$ cat config.mk
export PLATFORM = sky130hd
export DESIGN_NAME = dmc_cache
export DESIGN_NICKNAME = d
export VERILOG_FILES = /design/src/rtl/dmc_pkg.sv /design/src/rtl/dmc_array.sv /design/src/rtl/dmc_victim.sv /design/src/rtl/dmc_cache.sv
export SDC_FILE = /design/constraint.sdc
export NUM_CORES = 2
export LEC_CHECK = 0
export CAP_MARGIN = 30
export CORE_MARGIN = 3
export CORE_UTILIZATION = 65
export CTS_BUF_LIST = sky130_fd_sc_hd__clkbuf_8
export DETAILED_ROUTE_END_ITERATION = 7
export DONT_BUFFER_PORTS = 1
export GPL_ROUTABILITY_DRIVEN = 0
export PLACE_DENSITY = 0.81
export SYNTH_ARGS = -nofsm -noshare
export SYNTH_HDL_FRONTEND = slang
export SYNTH_HIERARCHICAL = 1
export SYNTH_SLANG_ARGS = --single-unit
$ cat constraint.sdc
create_clock -name clk_i -period 37.2 [get_ports clk_i]
set_input_delay 7.44 -clock clk_i [delete_from_list [all_inputs] [get_ports clk_i]]
set_output_delay 7.44 -clock clk_i [all_outputs]
set_load 0.01 [all_outputs]
$ cat src/rtl/dmc_pkg.sv
package dmc_pkg;
  typedef enum logic [2:0] {
    S_IDLE,
    S_SWAP,
    S_WB,
    S_FILL,
    S_INSTALL,
    S_RETRY
  } state_e;
endpackage

$ cat src/rtl/dmc_array.sv
module dmc_array #(
  parameter int LINES  = 16,
  parameter int WORDS  = 4,
  parameter int DATA_W = 32,
  parameter int TAG_W  = 24,
  localparam int IDX_W = $clog2(LINES),
  localparam int OFF_W = $clog2(WORDS)
) (
  input  logic                          clk_i,
  input  logic                          rst_ni,
  input  logic [IDX_W-1:0]              idx_i,
  output logic                          rd_valid_o,
  output logic                          rd_dirty_o,
  output logic [TAG_W-1:0]              rd_tag_o,
  output logic [WORDS-1:0][DATA_W-1:0]  rd_line_o,
  input  logic                          line_we_i,
  input  logic [TAG_W-1:0]              line_tag_i,
  input  logic                          line_dirty_i,
  input  logic [WORDS-1:0][DATA_W-1:0]  line_data_i,
  input  logic                          word_we_i,
  input  logic [OFF_W-1:0]              word_sel_i,
  input  logic [DATA_W-1:0]             word_data_i
);
  logic [LINES-1:0]             valid_q, dirty_q;
  logic [TAG_W-1:0]             tag_q  [LINES];
  logic [WORDS-1:0][DATA_W-1:0] data_q [LINES];

  assign rd_valid_o = valid_q[idx_i];
  assign rd_dirty_o = dirty_q[idx_i];
  assign rd_tag_o   = tag_q[idx_i];
  assign rd_line_o  = data_q[idx_i];

  always_ff @(posedge clk_i or negedge rst_ni) begin
    if (!rst_ni) begin
      valid_q <= '0;
      dirty_q <= '0;
    end else if (line_we_i) begin
      valid_q[idx_i] <= 1'b1;
      dirty_q[idx_i] <= line_dirty_i;
    end else if (word_we_i) begin
      dirty_q[idx_i] <= 1'b1;
    end
  end

  always_ff @(posedge clk_i) begin
    if (line_we_i) begin
      tag_q[idx_i]  <= line_tag_i;
      data_q[idx_i] <= line_data_i;
    end else if (word_we_i) begin
      data_q[idx_i][word_sel_i] <= word_data_i;
    end
  end

  assert_one_write_R5: assert property (@(posedge clk_i) disable iff (!rst_ni)
    $onehot0({line_we_i, word_we_i}));
  // stores only land in a present line (fetch before store)
  assert_store_present_R4: assert property (@(posedge clk_i) disable iff (!rst_ni)
    word_we_i |-> valid_q[idx_i]);
endmodule

$ cat src/rtl/dmc_victim.sv
module dmc_victim #(
  parameter int LA_W   = 28,
  parameter int WORDS  = 4,
  parameter int DATA_W = 32
) (
  input  logic                          clk_i,
  input  logic                          rst_ni,
  input  logic                          load_i,
  input  logic                          load_valid_i,
  input  logic                          load_dirty_i,
  input  logic [LA_W-1:0]               load_la_i,
  input  logic [WORDS-1:0][DATA_W-1:0]  load_line_i,
  output logic                          valid_o,
  output logic                          dirty_o,
  output logic [LA_W-1:0]               la_o,
  output logic [WORDS-1:0][DATA_W-1:0]  line_o
);
  always_ff @(posedge clk_i or negedge rst_ni) begin
    if (!rst_ni) begin
      valid_o <= 1'b0;
      dirty_o <= 1'b0;
    end else if (load_i) begin
      valid_o <= load_valid_i;
      dirty_o <= load_dirty_i;
    end
  end

  always_ff @(posedge clk_i) begin
    if (load_i) begin
      la_o   <= load_la_i;
      line_o <= load_line_i;
    end
  end

  assert_hold_R8: assert property (@(posedge clk_i) disable iff (!rst_ni)
    !load_i |=> $stable(valid_o) && $stable(dirty_o) && $stable(la_o) && $stable(line_o));
endmodule

$ cat src/rtl/dmc_cache.sv
module dmc_cache #(
  parameter int ADDR_W = 32,
  parameter int LINES  = 16,
  parameter int WORDS  = 4,
  parameter int DATA_W = 32
) (
  input  logic              clk_i,
  input  logic              rst_ni,
  input  logic              req_valid_i,
  output logic              req_ready_o,
  input  logic              req_we_i,
  input  logic [ADDR_W-1:0] req_addr_i,
  input  logic [DATA_W-1:0] req_wdata_i,
  output logic              rsp_valid_o,
  output logic [DATA_W-1:0] rsp_rdata_o,
  output logic              stall_o,
  output logic              mem_valid_o,
  output logic              mem_we_o,
  output logic [ADDR_W-1:0] mem_addr_o,
  output logic [DATA_W-1:0] mem_wdata_o,
  input  logic              mem_ready_i,
  input  logic [DATA_W-1:0] mem_rdata_i
);
  import dmc_pkg::*;

  localparam int BYTE_W = $clog2(DATA_W / 8);
  localparam int OFF_W  = $clog2(WORDS);
  localparam int IDX_W  = $clog2(LINES);
  localparam int TAG_W  = ADDR_W - IDX_W - OFF_W - BYTE_W;
  localparam int LA_W   = TAG_W + IDX_W;
  localparam logic [OFF_W-1:0] LAST_BEAT = OFF_W'(WORDS - 1);

  typedef logic [WORDS-1:0][DATA_W-1:0] line_t;

  state_e            state_q;
  logic              q_we;
  logic [ADDR_W-1:0] q_addr;
  logic [DATA_W-1:0] q_wdata;
  logic [OFF_W-1:0]  beat_q;
  line_t             fill_q;
  logic              rsp_valid_q;
  logic [DATA_W-1:0] rsp_rdata_q;

  logic              idle;
  logic [ADDR_W-1:0] cur_addr;
  logic              cur_we;
  logic [DATA_W-1:0] cur_wdata;
  logic [IDX_W-1:0]  cur_idx;
  logic [TAG_W-1:0]  cur_tag;
  logic [OFF_W-1:0]  cur_woff;
  logic [LA_W-1:0]   cur_la;
  logic              unused_byte;

  logic              arr_valid, arr_dirty;
  logic [TAG_W-1:0]  arr_tag;
  line_t             arr_line;
  logic              v_valid, v_dirty;
  logic [LA_W-1:0]   v_la;
  line_t             v_line;

  logic hit, vhit, do_op, arr_line_we, v_load, last_beat;

  assign idle      = (state_q == S_IDLE);
  assign cur_addr  = idle ? req_addr_i  : q_addr;
  assign cur_we    = idle ? req_we_i    : q_we;
  assign cur_wdata = idle ? req_wdata_i : q_wdata;
  assign cur_idx   = cur_addr[BYTE_W+OFF_W +: IDX_W];
  assign cur_tag   = cur_addr[ADDR_W-1 -: TAG_W];
  assign cur_la    = cur_addr[ADDR_W-1 -: LA_W];
  assign cur_woff  = cur_addr[BYTE_W +: OFF_W];
  assign unused_byte = ^cur_addr[BYTE_W-1:0];

  assign hit       = arr_valid && (arr_tag == cur_tag);
  assign vhit      = v_valid && (v_la == cur_la);
  assign do_op     = (idle && req_valid_i && hit) || (state_q == S_RETRY);
  assign arr_line_we = (state_q == S_SWAP) || (state_q == S_INSTALL);
  assign v_load    = (state_q == S_SWAP) || ((state_q == S_INSTALL) && arr_valid);
  assign last_beat = (beat_q == LAST_BEAT);

  dmc_array #(.LINES(LINES), .WORDS(WORDS), .DATA_W(DATA_W), .TAG_W(TAG_W)) u_array (
    .clk_i        (clk_i),
    .rst_ni       (rst_ni),
    .idx_i        (cur_idx),
    .rd_valid_o   (arr_valid),
    .rd_dirty_o   (arr_dirty),
    .rd_tag_o     (arr_tag),
    .rd_line_o    (arr_line),
    .line_we_i    (arr_line_we),
    .line_tag_i   ((state_q == S_SWAP) ? v_la[LA_W-1 -: TAG_W] : cur_tag),
    .line_dirty_i ((state_q == S_SWAP) ? v_dirty : 1'b0),
    .line_data_i  ((state_q == S_SWAP) ? v_line : fill_q),
    .word_we_i    (do_op && cur_we),
    .word_sel_i   (cur_woff),
    .word_data_i  (cur_wdata)
  );

  dmc_victim #(.LA_W(LA_W), .WORDS(WORDS), .DATA_W(DATA_W)) u_victim (
    .clk_i        (clk_i),
    .rst_ni       (rst_ni),
    .load_i       (v_load),
    .load_valid_i (arr_valid),
    .load_dirty_i (arr_dirty),
    .load_la_i    ({arr_tag, cur_idx}),
    .load_line_i  (arr_line),
    .valid_o      (v_valid),
    .dirty_o      (v_dirty),
    .la_o         (v_la),
    .line_o       (v_line)
  );

  always_ff @(posedge clk_i or negedge rst_ni) begin
    if (!rst_ni) begin
      state_q     <= S_IDLE;
      q_we        <= 1'b0;
      q_addr      <= '0;
      q_wdata     <= '0;
      beat_q      <= '0;
      fill_q      <= '0;
      rsp_valid_q <= 1'b0;
      rsp_rdata_q <= '0;
    end else begin
      rsp_valid_q <= 1'b0;
      if (do_op && !cur_we) begin
        rsp_valid_q <= 1'b1;
        rsp_rdata_q <= arr_line[cur_woff];
      end
      unique case (state_q)
        S_IDLE: if (req_valid_i) begin
          q_we    <= req_we_i;
          q_addr  <= req_addr_i;
          q_wdata <= req_wdata_i;
          beat_q  <= '0;
          if (!hit) begin
            if (vhit)                               state_q <= S_SWAP;
            else if (arr_valid && v_valid && v_dirty) state_q <= S_WB;
            else                                    state_q <= S_FILL;
          end
        end
        S_SWAP:    state_q <= S_RETRY;
        S_WB: if (mem_ready_i) begin
          beat_q <= beat_q + 1'b1;
          if (last_beat) state_q <= S_FILL;
        end
        S_FILL: if (mem_ready_i) begin
          fill_q[beat_q] <= mem_rdata_i;
          beat_q <= beat_q + 1'b1;
          if (last_beat) state_q <= S_INSTALL;
        end
        S_INSTALL: state_q <= S_RETRY;
        S_RETRY:   state_q <= S_IDLE;
        default:   state_q <= S_IDLE;
      endcase
    end
  end

  assign req_ready_o = idle;
  assign stall_o     = !idle;
  assign rsp_valid_o = rsp_valid_q;
  assign rsp_rdata_o = rsp_rdata_q;
  assign mem_valid_o = (state_q == S_WB) || (state_q == S_FILL);
  assign mem_we_o    = (state_q == S_WB);
  assign mem_addr_o  = (state_q == S_WB) ? {v_la, beat_q, {BYTE_W{1'b0}}}
                                         : {cur_la, beat_q, {BYTE_W{1'b0}}};
  assign mem_wdata_o = v_line[beat_q];

  assert_stall_burst_R9: assert property (@(posedge clk_i) disable iff (!rst_ni)
    mem_valid_o |-> stall_o && !req_ready_o);
  assert_beat_hold_R9: assert property (@(posedge clk_i) disable iff (!rst_ni)
    (mem_valid_o && !mem_ready_i) |=> mem_valid_o && $stable(mem_addr_o));
  assert_no_fetch_victim_R6: assert property (@(posedge clk_i) disable iff (!rst_ni)
    (mem_valid_o && !mem_we_o) |-> !(v_valid && v_la == mem_addr_o[ADDR_W-1 -: LA_W]));
  assert_wb_dirty_R7: assert property (@(posedge clk_i) disable iff (!rst_ni)
    (mem_valid_o && mem_we_o) |-> (v_valid && v_dirty && arr_valid));
  assert_rsp_quiet_R3: assert property (@(posedge clk_i) disable iff (!rst_ni)
    rsp_valid_o |-> !mem_valid_o);
endmodule

==> metrics <==
P&R area growth vs syn 10.60%; Yosys top cell area share about 69%; Mapped Cells between 5000 and 6000; clk sinks between 2000 and 3000; switching share of power between 30% and 40%; CP endpoint mem_addr_o[4]; core region area between 0.15 and 0.2 sq mm; violated checks design-rule violations; Post-synth ARST share 9.225%; row count between 150 and 200; Post-synth EDFFs roughly 2600; Hold Crit Class register to register; postcts setup bufs 0; Clk pwr share between 15 and 20%; Pins Over Slew Limit 0; Post-synth top cells edfxtp_1, nand2_1, mux4_2; crit path kind input pin to primary output; Synth Area per Inst 18.91 sq um; hold buffers post-CTS 0; crit path time final roughly 16000 ps; ys flop type edfxtp_1; Max-Slew Margin vs Limit 27.26%; Seq/Total Area, Yosys about three quarters; Yosys top cell by area edfxtp_1; antenna-violating nets left 0; largest net degree at the start of global routing approximately 260; synthesized flop and latch total around 2900; Yosys cell types 52; P_leak approximately 43 nW; Worst setup EP type primary output; GRT overflow 0; Initial Utilization roughly 66%; RSZ-0062 raised after global routing false; Worst Reg-to-Reg Cells 22; status finished, violations left; mean routed wirelength per cell roughly 34 microns; Die Area about 0.18 sq mm; final WL 305000 microns; r2r setup slk about 28000 ps; maxcap violations 0; FF-to-FF End u_array/data_q[3][111]$_DFFE_PP_; PwrDens 102.1 mW/mm^2; Die Height ~420 microns; Slew @ Worst Pin approximately 1100 ps; fmax about 63 MHz; Crit path required time 29760 ps; CP arrival approximately 8500 ps; Tot Pwr 12.76 mW; initial antenna violation count 34; Syn Std Cell Area roughly 0.11 sq mm; Critical Path, Cell by Cell nand2_1 > nand2_4 > mux2_2; Via density slightly below 7; vias in the first global route slightly above 60000; TritonRoute pass-1 iters 8; CP Max Fanout 35; worst vdd ir ~0.097 mV; top post-synthesis cells by area edfxtp_1, mux4_2, dfrtp_1; H-tree depth 5; vias approximately 62000; Final HPWL DP about 180000 microns; layout cell share with drive strength beyond 1 about a quarter; count leader, synth edfxtp_1; Clock Latency Late Sink approximately 1100 ps; Num CTS Buffers between 400 and 500; Reg power frac between 40% and 50%; Tcrit/Tclk final 42.71%; I/O Buffers 0; Net Switching a little under 5 mW; Die Span X ~420 microns; R2R Path Start state_q[1]$_DFFE_PN0P_; Resized cells post-CTS 0; CTS tree done; Clock Tree Root clkbuf_8; Internal just under 8 mW; Clk pin slew, worst setup/hold paths 60 ps; slowest CP cell nand2_4; Worst path max stage delay 610 ps; Hold Vio Cnt, Final 0; final number of setup-violating endpoints 0; Synth warnings 6; First DRT Iteration DRCs ~9000; clk buf depth 4; top-level port count 202; Gate power share between 40% and 50%; Setup Skew ~78 ps; final net count 6350; DR DRC count 1; Setup TNS Final 0 ps; CP startpoint req_addr_i[4]; first-pass GRT wire length around 440000 microns; Worst setup SP type input pin; GRT Util Overall 34.57%
[cells by family after synthesis]
family	Yosys count	share of synthesized area, %
flops	2851	74.57
simple gates	1215	4.294
mux	962	16.03
compound gates	496	3.120
buf+inv	408	1.610
xor+xnor	42	0.3254
fa+ha+maj	4	0.04427
other cells	1	0.003317
[layer usage]
metal	GRT usage [%]	up-vias	part of all wire [%]
met5	0	-	0.029
met3	10.87	873	14
met1	45.82	31527	33
met4	21.22	12	7.1
li1	-	24498	-
met2	50.94	4980	46
[state kept, by name, summed over array words and instances (netlist names)]
register	cells
beat_q	2
u_array/valid_q	16
u_victim/line_o	128
q_addr	30
fill_q	128
u_victim/la_o	28
u_array/tag_q	384
q_we	1
u_victim/valid_o	1
u_victim/dirty_o	1
rsp_valid_o	1
rsp_rdata_o	32
state_q	3
u_array/dirty_q	16
q_wdata	32
u_array/data_q	2048
[per-stage QoR]
stage                     instance area, sq um  hold slack (ps)  worst slack (ps)  utilization (%)  cells
after CTS                               124800            472.9             21280            72.43   8898
final                                   125000            474.4             21310            72.56   8954
after global routing                    125000            497.8             21210            72.53   8929
after floorplan                         113100            428.7             19560                -   5980
after global placement                  116100            443.5             21280            67.41   8081
after detailed placement                116500            451.7             21270            67.62   8104
[final cells by class]
class                           count  area (sq um)
Timing Repair Buffer              172          1602
Sequential cell                  2851         84300
Clock inverter                    306          1575
Inverter                           59         230.2
Antenna cell                       47         117.6
Tap cell                         2310          2890
Fill cell                        9529         47270
Clock buffer                      488          6716
Multi-Input combinational cell   2721         27600
[worst min path at each step]
stage | from | endpoint | slack (ps) | cells after the start
finish | u_array/valid_q[4]$_DFFE_PN0P_ | u_array/valid_q[4]$_DFFE_PN0P_ | 470 | 1
global route | u_array/valid_q[1]$_DFFE_PN0P_ | u_array/valid_q[1]$_DFFE_PN0P_ | 500 | 1
CTS | u_array/valid_q[4]$_DFFE_PN0P_ | u_array/valid_q[4]$_DFFE_PN0P_ | 470 | 1
detailed placement | u_array/valid_q[4]$_DFFE_PN0P_ | u_array/valid_q[4]$_DFFE_PN0P_ | 450 | 1
global placement | u_array/valid_q[6]$_DFFE_PN0P_ | u_array/valid_q[6]$_DFFE_PN0P_ | 440 | 1
floorplan | u_array/valid_q[10]$_DFFE_PN0P_ | u_array/valid_q[10]$_DFFE_PN0P_ | 430 | 1
[power groups by stage]
| stage | clock network (mW) | registers, mW | logic, mW |
|---|---|---|---|
| after global placement | 0 | 5.17 | 4.76 |
| final | 2.46 | 5.17 | 5.13 |
| after detailed placement | 0 | 5.21 | 4.96 |
| after CTS | 2.48 | 5.15 | 4.99 |
| after global routing | 2.63 | 5.20 | 5.35 |
| after floorplan | 0 | 5.13 | 3.09 |
[cells in the final DEF (no fill, tap or decap), drive strengths merged, types with 4 or more instances in the layout]
| master | netlist | final |
|---|---|---|
| a221oi | 6 | 6 |
| o221ai | 6 | 6 |
| inv | 59 | 211 |
| diode | 0 | 47 |
| o2bb2ai | 18 | 18 |
| edfxtp | 2588 | 2588 |
| mux2i | 23 | 23 |
| nand3 | 28 | 28 |
| xor2 | 16 | 16 |
| nor2 | 131 | 131 |
| mux4 | 648 | 648 |
| and2 | 5 | 5 |
| and3 | 35 | 35 |
| nand2b | 22 | 22 |
| nor3 | 7 | 7 |
| bufinv | 0 | 12 |
| xnor2 | 26 | 26 |
| buf | 170 | 172 |
| nor2b | 8 | 8 |
| a222oi | 5 | 5 |
| o22ai | 8 | 8 |
| a31oi | 39 | 39 |
| nand2 | 959 | 959 |
| a22oi | 308 | 308 |
| nand4 | 10 | 10 |
| dfrtp | 263 | 263 |
| clkinv | 0 | 134 |
| ha | 4 | 4 |
| clkbuf | 179 | 488 |
| clkinvlp | 0 | 8 |
| a21oi | 70 | 70 |
| o21ai | 20 | 20 |
| mux2 | 291 | 291 |
[worst max-delay path, delay by kind of cell]
| kind | cells | cell delay [ps] |
|---|---|---|
| AND/OR/NAND/NOR | 2 | 670 |
| multiplexers | 1 | 340 |
Power figures use the tool's default switching activity.
